$ cat config.mk
export PLATFORM = sky130hd
export DESIGN_NAME = hub_port_ctrl
export DESIGN_NICKNAME = d
export VERILOG_FILES = /design/src/rtl/hub_port_pkg.sv /design/src/rtl/hub_cmd_decode.sv /design/src/rtl/hub_port_slot.sv /design/src/rtl/hub_idle_mon.sv /design/src/rtl/hub_port_ctrl.sv
export SDC_FILE = /design/constraint.sdc
export NUM_CORES = 1
export LEC_CHECK = 0
export CORE_ASPECT_RATIO = 1.1
export CORE_MARGIN = 2
export CORE_UTILIZATION = 50
export CTS_CLUSTER_SIZE = 20
export DETAILED_ROUTE_END_ITERATION = 10
export GPL_TIMING_DRIVEN = 0
export PLACE_DENSITY = 0.8
export SYNTH_ARGS = -nofsm -noshare
export SYNTH_HDL_FRONTEND = slang
export SYNTH_SLANG_ARGS = --single-unit
$ cat constraint.sdc
create_clock -name clk -period 1.53 [get_ports clk]
set_clock_uncertainty 0.1 [all_clocks]
set_input_delay 0.306 -clock clk [delete_from_list [all_inputs] [get_ports clk]]
set_output_delay 0.306 -clock clk [all_outputs]
set_load 0.1 [all_outputs]
$ cat src/rtl/hub_port_pkg.sv
// Shared types for the hub downstream port controller.
// Assumes a 3-bit action field and a 3-bit port address in the command byte.
package hub_port_pkg;

    typedef enum logic [2:0] {
        ACT_NONE    = 3'b000,
        ACT_DISABLE = 3'b001,
        ACT_ENABLE  = 3'b010,
        ACT_SUSPEND = 3'b011,
        ACT_RESUME  = 3'b100,
        ACT_RESET   = 3'b101,
        ACT_POWER   = 3'b110,
        ACT_RSVD    = 3'b111
    } port_act_e;

    // Change-register bit positions
    localparam int CHG_CONN = 0;
    localparam int CHG_SUSP = 2;
    localparam int CHG_OVC  = 3;
    localparam int CHG_RST  = 4;

    // One-cycle operation strobes delivered to a single port
    typedef struct packed {
        logic dis;
        logic en;
        logic susp;
        logic res;
        logic rst;
        logic pwr;
    } port_op_t;

endpackage

$ cat src/rtl/hub_cmd_decode.sv
// Decodes a firmware command byte into per-port operation strobes.
// Assumes: at most one port is addressed per write; unknown actions and
// addresses outside 1..NPORT produce no strobe.
module hub_cmd_decode
    import hub_port_pkg::*;
#(
    parameter int NPORT = 5
) (
    input  logic                   cmd_wr,
    input  logic [7:0]             cmd_data,
    output port_op_t [NPORT-1:0]   op_vec
);

    port_act_e  act;
    logic [2:0] addr;
    logic       unused_cmd_bits;

    assign act             = port_act_e'(cmd_data[6:4]);
    assign addr            = cmd_data[2:0];
    assign unused_cmd_bits = cmd_data[7] ^ cmd_data[3];

    // Route the action strobe to the addressed port only
    always_comb begin
        op_vec = '0;
        for (int i = 0; i < NPORT; i++) begin
            if (cmd_wr && addr == 3'(i + 1)) begin
                unique case (act)
                    ACT_DISABLE: op_vec[i].dis  = 1'b1;
                    ACT_ENABLE:  op_vec[i].en   = 1'b1;
                    ACT_SUSPEND: op_vec[i].susp = 1'b1;
                    ACT_RESUME:  op_vec[i].res  = 1'b1;
                    ACT_RESET:   op_vec[i].rst  = 1'b1;
                    ACT_POWER:   op_vec[i].pwr  = 1'b1;
                    default:     ;
                endcase
            end
        end
    end

endmodule

$ cat src/rtl/hub_port_slot.sv
// State of one downstream port: flags, reset and resume timers, EOF2 capture
// and the change register.
// Assumes: tick is a one-cycle strobe; RST_TICKS and RESUME_TICKS are >= 1.
// FULL_ONLY forces full speed; DELAYED_RESUME selects the timed resume.
module hub_port_slot
    import hub_port_pkg::*;
#(
    parameter int RST_TICKS      = 10,
    parameter int RESUME_TICKS   = 23,
    parameter bit FULL_ONLY      = 1'b0,
    parameter bit DELAYED_RESUME = 1'b0
) (
    input  logic       clk,
    input  logic       rst_n,
    input  port_op_t   op,
    input  logic       tick,
    input  logic       eof2,
    input  logic       ls_in,
    input  logic       dp_in,
    input  logic       dm_in,
    input  logic       conn_evt,
    input  logic       chg_wr,
    input  logic [7:0] chg_data,
    output logic       en,
    output logic       susp,
    output logic       rst_act,
    output logic       pwr,
    output logic       ls,
    output logic       dp,
    output logic       dm,
    output logic [7:0] chg
);

    localparam int RCW = $clog2(RST_TICKS + 1);

    logic [RCW-1:0] rst_cnt;
    logic           rst_done;
    logic           res_pend;
    logic           res_done;
    logic           c_conn, c_susp, c_ovc, c_rst;
    logic           unused_wdata;

    assign unused_wdata = ^{chg_data[7:5], chg_data[1]};
    assign rst_done     = rst_act && tick && (rst_cnt == RCW'(1)) && !op.rst;

    // Timed resume variant for the embedded port, immediate variant otherwise
    generate
        if (DELAYED_RESUME) begin : g_timed
            localparam int DCW = $clog2(RESUME_TICKS + 1);
            logic [DCW-1:0] res_cnt;
            logic           pend_q;

            assign res_pend = pend_q;
            assign res_done = pend_q && tick && (res_cnt == DCW'(1)) && !op.rst;

            // Count resume ticks; a reset command cancels the wait
            always_ff @(posedge clk) begin
                if (!rst_n) begin
                    pend_q  <= 1'b0;
                    res_cnt <= '0;
                end else if (op.rst) begin
                    pend_q  <= 1'b0;
                    res_cnt <= '0;
                end else if (op.res) begin
                    pend_q  <= 1'b1;
                    res_cnt <= DCW'(RESUME_TICKS);
                end else if (pend_q && tick) begin
                    if (res_cnt == DCW'(1)) pend_q <= 1'b0;
                    res_cnt <= res_cnt - DCW'(1);
                end
            end
        end else begin : g_immediate
            assign res_pend = 1'b0;
            assign res_done = op.res;
        end
    endgenerate

    // Enable, suspend, power and reset flags
    always_ff @(posedge clk) begin
        if (!rst_n) begin
            en      <= 1'b0;
            susp    <= 1'b0;
            pwr     <= 1'b0;
            rst_act <= 1'b0;
            rst_cnt <= '0;
        end else begin
            if (op.dis) en <= 1'b0;
            if (op.en && !rst_act && !res_pend) en <= 1'b1;
            if (op.pwr) pwr <= 1'b1;
            if (op.susp) susp <= 1'b1;
            if (op.res) susp <= 1'b0;
            if (DELAYED_RESUME && res_done) en <= 1'b1;
            if (op.rst) begin
                rst_act <= 1'b1;
                en      <= 1'b0;
                susp    <= 1'b0;
                rst_cnt <= RCW'(RST_TICKS);
            end else if (rst_act && tick) begin
                if (rst_done) begin
                    rst_act <= 1'b0;
                    en      <= 1'b1;
                end
                rst_cnt <= rst_cnt - RCW'(1);
            end
        end
    end

    // Line state and speed capture at the EOF2 frame point
    always_ff @(posedge clk) begin
        if (!rst_n) begin
            ls <= 1'b0;
            dp <= 1'b0;
            dm <= 1'b0;
        end else if (eof2) begin
            ls <= FULL_ONLY ? 1'b0 : ls_in;
            dp <= dp_in;
            dm <= dm_in;
        end
    end

    // Change bits: hardware sets, firmware clears by writing ones; a set wins
    always_ff @(posedge clk) begin
        if (!rst_n) begin
            c_conn <= 1'b0;
            c_susp <= 1'b0;
            c_ovc  <= 1'b0;
            c_rst  <= 1'b0;
        end else begin
            if (conn_evt)                          c_conn <= 1'b1;
            else if (chg_wr && chg_data[CHG_CONN]) c_conn <= 1'b0;
            if (res_done)                          c_susp <= 1'b1;
            else if (chg_wr && chg_data[CHG_SUSP]) c_susp <= 1'b0;
            if (rst_done)                          c_rst  <= 1'b1;
            else if (chg_wr && chg_data[CHG_RST])  c_rst  <= 1'b0;
            if (chg_wr)                            c_ovc  <= chg_data[CHG_OVC];
        end
    end

    assign chg = {3'b000, c_rst, c_ovc, c_susp, 1'b0, c_conn};

    // a port in reset is never enabled
    a_r5_rst_not_enabled: assert property (@(posedge clk) disable iff (!rst_n)
        rst_act |-> !en);

    // leaving reset enables the port and flags the reset change
    a_r6_rst_completion: assert property (@(posedge clk) disable iff (!rst_n)
        $fell(rst_act) |-> (en && chg[CHG_RST]));

    // an accepted enable command takes effect on the next edge
    a_r2_enable_cmd: assert property (@(posedge clk) disable iff (!rst_n)
        (op.en && !rst_act && !res_pend && !op.rst) |=> en);

    // a resume command clears suspend on the next edge
    a_r4_resume_clears: assert property (@(posedge clk) disable iff (!rst_n)
        op.res |=> !susp);

    // speed flag holds between EOF2 strobes
    a_r10_ls_holds: assert property (@(posedge clk) disable iff (!rst_n)
        !eof2 |=> $stable(ls));

    // a connect event is always recorded
    a_r12_conn_sets: assert property (@(posedge clk) disable iff (!rst_n)
        conn_evt |=> chg[CHG_CONN]);

    // a one written to bit 0 clears it absent a new event
    a_r8_w1c_conn: assert property (@(posedge clk) disable iff (!rst_n)
        (chg_wr && chg_data[CHG_CONN] && !conn_evt) |=> !chg[CHG_CONN]);

endmodule

$ cat src/rtl/hub_idle_mon.sv
// Global suspend detector: counts tick pulses of continuous bus idle.
// Assumes tick is a one-cycle strobe and IDLE_TICKS >= 1.
module hub_idle_mon #(
    parameter int IDLE_TICKS = 3
) (
    input  logic clk,
    input  logic rst_n,
    input  logic tick,
    input  logic bus_idle,
    output logic glob_susp
);

    localparam int ICW = $clog2(IDLE_TICKS + 1);

    logic [ICW-1:0] idle_cnt;

    // Count idle ticks, flag suspend at the limit, drop on any activity
    always_ff @(posedge clk) begin
        if (!rst_n) begin
            idle_cnt  <= '0;
            glob_susp <= 1'b0;
        end else if (!bus_idle) begin
            idle_cnt  <= '0;
            glob_susp <= 1'b0;
        end else if (tick && idle_cnt != ICW'(IDLE_TICKS)) begin
            idle_cnt <= idle_cnt + ICW'(1);
            if (idle_cnt == ICW'(IDLE_TICKS - 1)) glob_susp <= 1'b1;
        end
    end

    // suspend holds while the bus stays idle
    a_r11_susp_holds: assert property (@(posedge clk) disable iff (!rst_n)
        (glob_susp && bus_idle) |=> glob_susp);

    // activity drops suspend on the next edge
    a_r11_activity_clears: assert property (@(posedge clk) disable iff (!rst_n)
        !bus_idle |=> !glob_susp);

    // suspend never rises without idle
    a_r11_rise_needs_idle: assert property (@(posedge clk) disable iff (!rst_n)
        $rose(glob_susp) |-> $past(bus_idle));

endmodule

$ cat src/rtl/hub_port_ctrl.sv
// Top of the hub downstream port controller: command decode, one state slot
// per port (port 1 full speed only, last port with timed resume), change
// register read mux and summary, and the global suspend monitor.
// Assumes NPORT <= 7 so that every port fits the 3-bit address field.
module hub_port_ctrl
    import hub_port_pkg::*;
#(
    parameter int NPORT        = 5,
    parameter int RST_TICKS    = 10,
    parameter int RESUME_TICKS = 23,
    parameter int IDLE_TICKS   = 3
) (
    input  logic             clk,
    input  logic             rst_n,
    input  logic             cmd_wr,
    input  logic [7:0]       cmd_data,
    input  logic             chg_wr,
    input  logic [2:0]       chg_sel,
    input  logic [7:0]       chg_data,
    input  logic [2:0]       rd_sel,
    output logic [7:0]       rd_chg,
    input  logic             tick,
    input  logic             eof2,
    input  logic [NPORT-1:0] ls_attach,
    input  logic [NPORT-1:0] line_dp,
    input  logic [NPORT-1:0] line_dm,
    input  logic [NPORT-1:0] conn_evt,
    input  logic             bus_idle,
    output logic [NPORT-1:0] port_en,
    output logic [NPORT-1:0] port_susp,
    output logic [NPORT-1:0] port_rst,
    output logic [NPORT-1:0] port_pwr,
    output logic [NPORT-1:0] port_ls,
    output logic [NPORT-1:0] cap_dp,
    output logic [NPORT-1:0] cap_dm,
    output logic [7:0]       chg_summary,
    output logic             glob_susp
);

    port_op_t [NPORT-1:0]       op_vec;
    logic     [NPORT-1:0][7:0]  chg_arr;
    logic     [NPORT-1:0]       any_chg;

    hub_cmd_decode #(.NPORT(NPORT)) i_decode (
        .cmd_wr   (cmd_wr),
        .cmd_data (cmd_data),
        .op_vec   (op_vec)
    );

    generate
        for (genvar p = 0; p < NPORT; p++) begin : g_port
            hub_port_slot #(
                .RST_TICKS      (RST_TICKS),
                .RESUME_TICKS   (RESUME_TICKS),
                .FULL_ONLY      (p == 0),
                .DELAYED_RESUME (p == NPORT - 1)
            ) i_slot (
                .clk      (clk),
                .rst_n    (rst_n),
                .op       (op_vec[p]),
                .tick     (tick),
                .eof2     (eof2),
                .ls_in    (ls_attach[p]),
                .dp_in    (line_dp[p]),
                .dm_in    (line_dm[p]),
                .conn_evt (conn_evt[p]),
                .chg_wr   (chg_wr && chg_sel == 3'(p + 1)),
                .chg_data (chg_data),
                .en       (port_en[p]),
                .susp     (port_susp[p]),
                .rst_act  (port_rst[p]),
                .pwr      (port_pwr[p]),
                .ls       (port_ls[p]),
                .dp       (cap_dp[p]),
                .dm       (cap_dm[p]),
                .chg      (chg_arr[p])
            );
            assign any_chg[p] = |chg_arr[p];
        end
    endgenerate

    // Summary: one bit per port, upper bits zero
    always_comb begin
        chg_summary              = '0;
        chg_summary[NPORT-1:0]   = any_chg;
    end

    // Change register read mux by port address
    always_comb begin
        rd_chg = '0;
        for (int i = 0; i < NPORT; i++) begin
            if (rd_sel == 3'(i + 1)) rd_chg = chg_arr[i];
        end
    end

    hub_idle_mon #(.IDLE_TICKS(IDLE_TICKS)) i_idle (
        .clk       (clk),
        .rst_n     (rst_n),
        .tick      (tick),
        .bus_idle  (bus_idle),
        .glob_susp (glob_susp)
    );

    // port 1 never reports low speed
    a_r10_port1_full_speed: assert property (@(posedge clk) disable iff (!rst_n)
        eof2 |=> !port_ls[0]);

endmodule

==> impl_metrics.py, run 1 <==
metrics = {
    "synth": {
        "async_reset_ff_share_pct": 0,
        "synth.area.top_cells": "dfxtp_1 39%, buf_4 7.5%, mux2i_1 5.4%, nor2b_1 4.5%, ha_1 4.1%",
        "synth_top_area_share_pct": 38.7,
        "yosysWarningCount": 0,
        "synth_edf_count": 0,
        "syn_area_per_cell_um2": 9.29,
        "synth_common_cells": "83 x dfxtp_1, 43 x buf_4, 41 x nand2_1, 31 x nor2b_1, 26 x nor2_1",
        "ys_ff_latch": 83,
        "ys_types": 52,
        "synth-seq-area-share_pct": 38.7,
        "synth_most_common_cell": "dfxtp_1",
        "yosysTopAreaCell": "dfxtp_1",
        "syn-cell-area_um2": 4290,
        "synth_top_flop_cell": "dfxtp_1",
        "netlist_instances": 462,
    },
    "floorplan": {
        "ios": 101,
        "fp-row-count": 35,
        "fp.dieW_um": 92.3,
        "die-area_um2": 9340,
        "initial_core_util_pct": 51.3,
        "core_um2": 8360,
        "dieHeight_um": 101,
    },
    "setup_path": {
        "r2r_setup_slack_ps": 30,
        "crit_fanout": 3,
        "cpMaxStageDelayCell": "dfxtp_2",
        "cp_data_arrival_time_ps": 1450,
        "worstPathBufferInverterCount": 1,
        "crit_family": "flip-flops",
        "max_stage_delay_ps": 340,
        "critical_path_class": "reg2out",
        "rr_startpoint": "g_port[4].i_slot.g_timed.res_cnt[0]$_SDFFE_PP0P_",
        "cp.required_ps": 1120,
        "crit_chain": "mux2_4, a22oi_2, o22ai_4, buf_12",
        "end_kind": "output port",
        "startpoint": "g_port[1].i_slot.c_conn$_SDFFE_PN0P_",
        "cp-start-kind": "flop",
    },
    "sta": {
        "rsz0062_at_grt": "true",
        "period_share_pct": 121,
        "hold_viol_final": 0,
        "worst_slew_pin_slew_ps": 595,
        "slew_viol_final": 0,
        "fin_ws_ps": -327,
        "fmax_ghz": 0.539,
        "period_needed_ps": 1860,
        "slew_headroom_pct": 60.3,
        "setup_violations": 9,
    },
    "power": {
        "pwr-share-clk_pct": 32.2,
        "internal-power_uw": 3330,
        "power.density_nw_per_um2": 828,
        "seqPwrFrac_pct": 46.8,
        "power.leakage_uw": 0.00235,
        "swShare_pct": 30.5,
        "p_switching_uw": 1460,
        "vdd_drop_max_mv": 0.511,
        "p_comb_share_pct": 21.0,
    },
    "run_status": {
        "violations": "negative setup slack",
        "status": "finished with violations",
    },
    "grt": {
        "grt_max_degree": 14,
        "grt_usage_pct": 22.9,
        "met1_usage_pct": 25.9,
        "grt_pass1_wl_um": 17100,
        "grt_use_met2_pct": 42.1,
        "overflow": 0,
        "use_met3_pct": 4.54,
        "busiest_layer": "met2",
        "antenna_found_initial": 0,
        "grt_pass1_vias": 3659,
    },
    "detailed_routing": {
        "drt_pass1_iterations": 4,
        "wl_per_cell_um": 15.7,
        "drt_iter0_drc": 121,
        "ant_nets": 0,
        "postRouteWirelength_um": 10800,
        "drc": 0,
        "viasPerCell": 5.34,
        "num_vias": 3669,
    },
    "cells_and_area": {
        "area_growth_pct": 34.9,
        "fin_cells": 687,
        "final_area_um2": 5790,
        "antenna_cells": 0,
        "n_fill_cell": 639,
        "drive_gt1_share_pct": 32.8,
        "nNetsFinal": 634,
    },
    "cts": {
        "cts-root-buf": "clkbuf_8",
        "cts_buffer_depth": 2,
        "cts.sinks": 83,
        "clock_latency_ps": 350,
        "cts_hold_buf": 0,
        "cts_inserted_buffers": 9,
        "clkSlewWorstSetupHoldPaths_ps": 80,
        "cts_tree": "built",
        "htree_levels": 3,
    },
    "placement": {
        "postPlaceCellArea_um2": 5390,
        "finalWeightedCongestion": 0.799,
        "place_inst": 661,
        "place_hpwl_um": 7770,
        "io_buffers": 81,
    },
    "worst_hold_path": {
        "hp-class": "in2reg",
        "hold_path_startpoint": "eof2",
    },
    "flow_run": {
        "maxCapViolations": 0,
    },
}
==> final cells by class <==
type | count | area [µm²] | area share, %
Sequential cell | 83 | 1690 | 29.1
Buffer | 55 | 390 | 6.74
Clock inverter | 4 | 51.3 | 0.886
Multi-Input combinational cell | 316 | 2400 | 41.4
Tap cell | 111 | 139 | 2.40
Clock buffer | 12 | 135 | 2.33
Inverter | 14 | 52.6 | 0.907
Timing Repair Buffer | 92 | 936 | 16.2
==> flip-flops by register name, indices dropped and copies added, names as in the netlist <==
signal,cells
g_port.i_slot.en,5
g_port.i_slot.dm,5
i_idle.glob_susp,1
g_port.i_slot.ls,4
g_port.i_slot.c_conn,5
g_port.i_slot.g_timed.res_cnt,5
g_port.i_slot.g_timed.pend_q,1
g_port.i_slot.rst_cnt,20
g_port.i_slot.dp,5
g_port.i_slot.c_rst,5
g_port.i_slot.susp,5
g_port.i_slot.c_ovc,5
i_idle.idle_cnt,2
g_port.i_slot.rst_act,5
g_port.i_slot.pwr,5
g_port.i_slot.c_susp,5
==> worst paths after layout <==
path         cells past startpoint                                          endpoint
max                              4                                         rd_chg[0]
min                              3                  g_port[1].i_slot.dp$_SDFFE_PN0P_
max reg2reg                      6  g_port[4].i_slot.g_timed.res_cnt[4]$_SDFFE_PP0P_
min reg2reg                      1                 g_port[4].i_slot.pwr$_SDFFE_PN0P_
==> through the flow <==
stage | setup TNS (ps) | util, % | hold slack, ps | total power (µW) | setup slack [ps]
3_5_place_dp | -55960 | 64.4 | 357 | 3250 | -1580
2_1_floorplan | -669 | - | 342 | 2980 | -167
6_report | -2720 | 69.2 | 285 | 4800 | -327
5_1_grt | -3040 | 69.2 | 319 | 4950 | -365
3_3_place_gp | -53900 | 64.4 | 352 | 3240 | -1560
4_1_cts | -2830 | 67.8 | 282 | 4800 | -346
==> kinds of logic after synthesis <==
family / Yosys count / share of synthesized area, %
XOR/XNOR: 20 / 4.08
buffers and inverters: 70 / 9.97
AO/OA/AOI/OAI: 82 / 12.9
multiplexers: 27 / 6.41
adder cells (fa/ha/maj): 14 / 4.08
AND/OR/NAND/NOR: 165 / 23.8
other: 1 / 0.0874
flip-flops: 83 / 38.7
==> metal layers <==
metal	wire length [µm]	part of all wire, %	up-vias
li1	-	-	1779
met1	4560	42	1733
met3	655	6.1	23
met4	274	2.5	0
met5	0	0	-
met2	5280	49	134
==> layout by cell type, fill, tap and decap left out, types with 4 or more instances in the layout <==
cell type | synthesis | routed
a21boi_1 | 15 | 15
a21oi_1 | 15 | 15
a22oi_1 | 9 | 5
a22oi_2 | 0 | 4
a31oi_1 | 5 | 5
and4b_1 | 4 | 4
and4bb_2 | 4 | 4
buf_12 | 0 | 9
buf_4 | 43 | 72
buf_6 | 0 | 16
clkbuf_1 | 10 | 12
clkbuf_8 | 0 | 9
clkdlybuf4s50_1 | 0 | 28
conb_1 | 1 | 8
dfxtp_1 | 83 | 62
dfxtp_2 | 0 | 21
dlygate4sd2_1 | 0 | 7
ha_1 | 14 | 13
inv_1 | 13 | 11
mux2i_1 | 23 | 23
nand2_1 | 41 | 38
nand2_2 | 4 | 7
nand2b_1 | 6 | 5
nand3_1 | 7 | 6
nor2_1 | 26 | 26
nor2b_1 | 31 | 30
nor3_1 | 5 | 4
nor4_1 | 4 | 4
o21a_1 | 6 | 6
o21ai_0 | 11 | 11
o21bai_1 | 4 | 4
o22ai_4 | 0 | 4
o31ai_1 | 4 | 4
or4_4 | 0 | 5
xnor2_1 | 13 | 13
xor2_1 | 7 | 7
==> repair_timing <==
item | in CTS | in global routing
pin swaps | 5 | 6
buffers inserted | 7 | 4
gates resized for setup | 325 | 32
setup endpoints to repair | 97 | 50
==> power by group through the flow <==
| stage | combinational (µW) | clock, µW | sequential [µW] |
|---|---|---|---|
| finish | 1010 | 1540 | 2240 |
| global route | 1050 | 1650 | 2250 |
| CTS | 993 | 1560 | 2240 |
| detailed placement | 957 | 0 | 2290 |
| global placement | 945 | 0 | 2290 |
| floorplan | 691 | 0 | 2290 |
==> worst min-delay path, delay by kind of cell <==
family | cells | cell delay [ps]
simple gates | 1 | 50
buf+inv | 1 | 160
mux | 1 | 180
No activity file was read; power rests on OpenSTA's default activity.
==> run 2, diff against run 1 <==
- CAP_MARGIN: not set -> 10
==> results of run 2 <==
Final layout, timing and power as in run 1 (identical DEF).
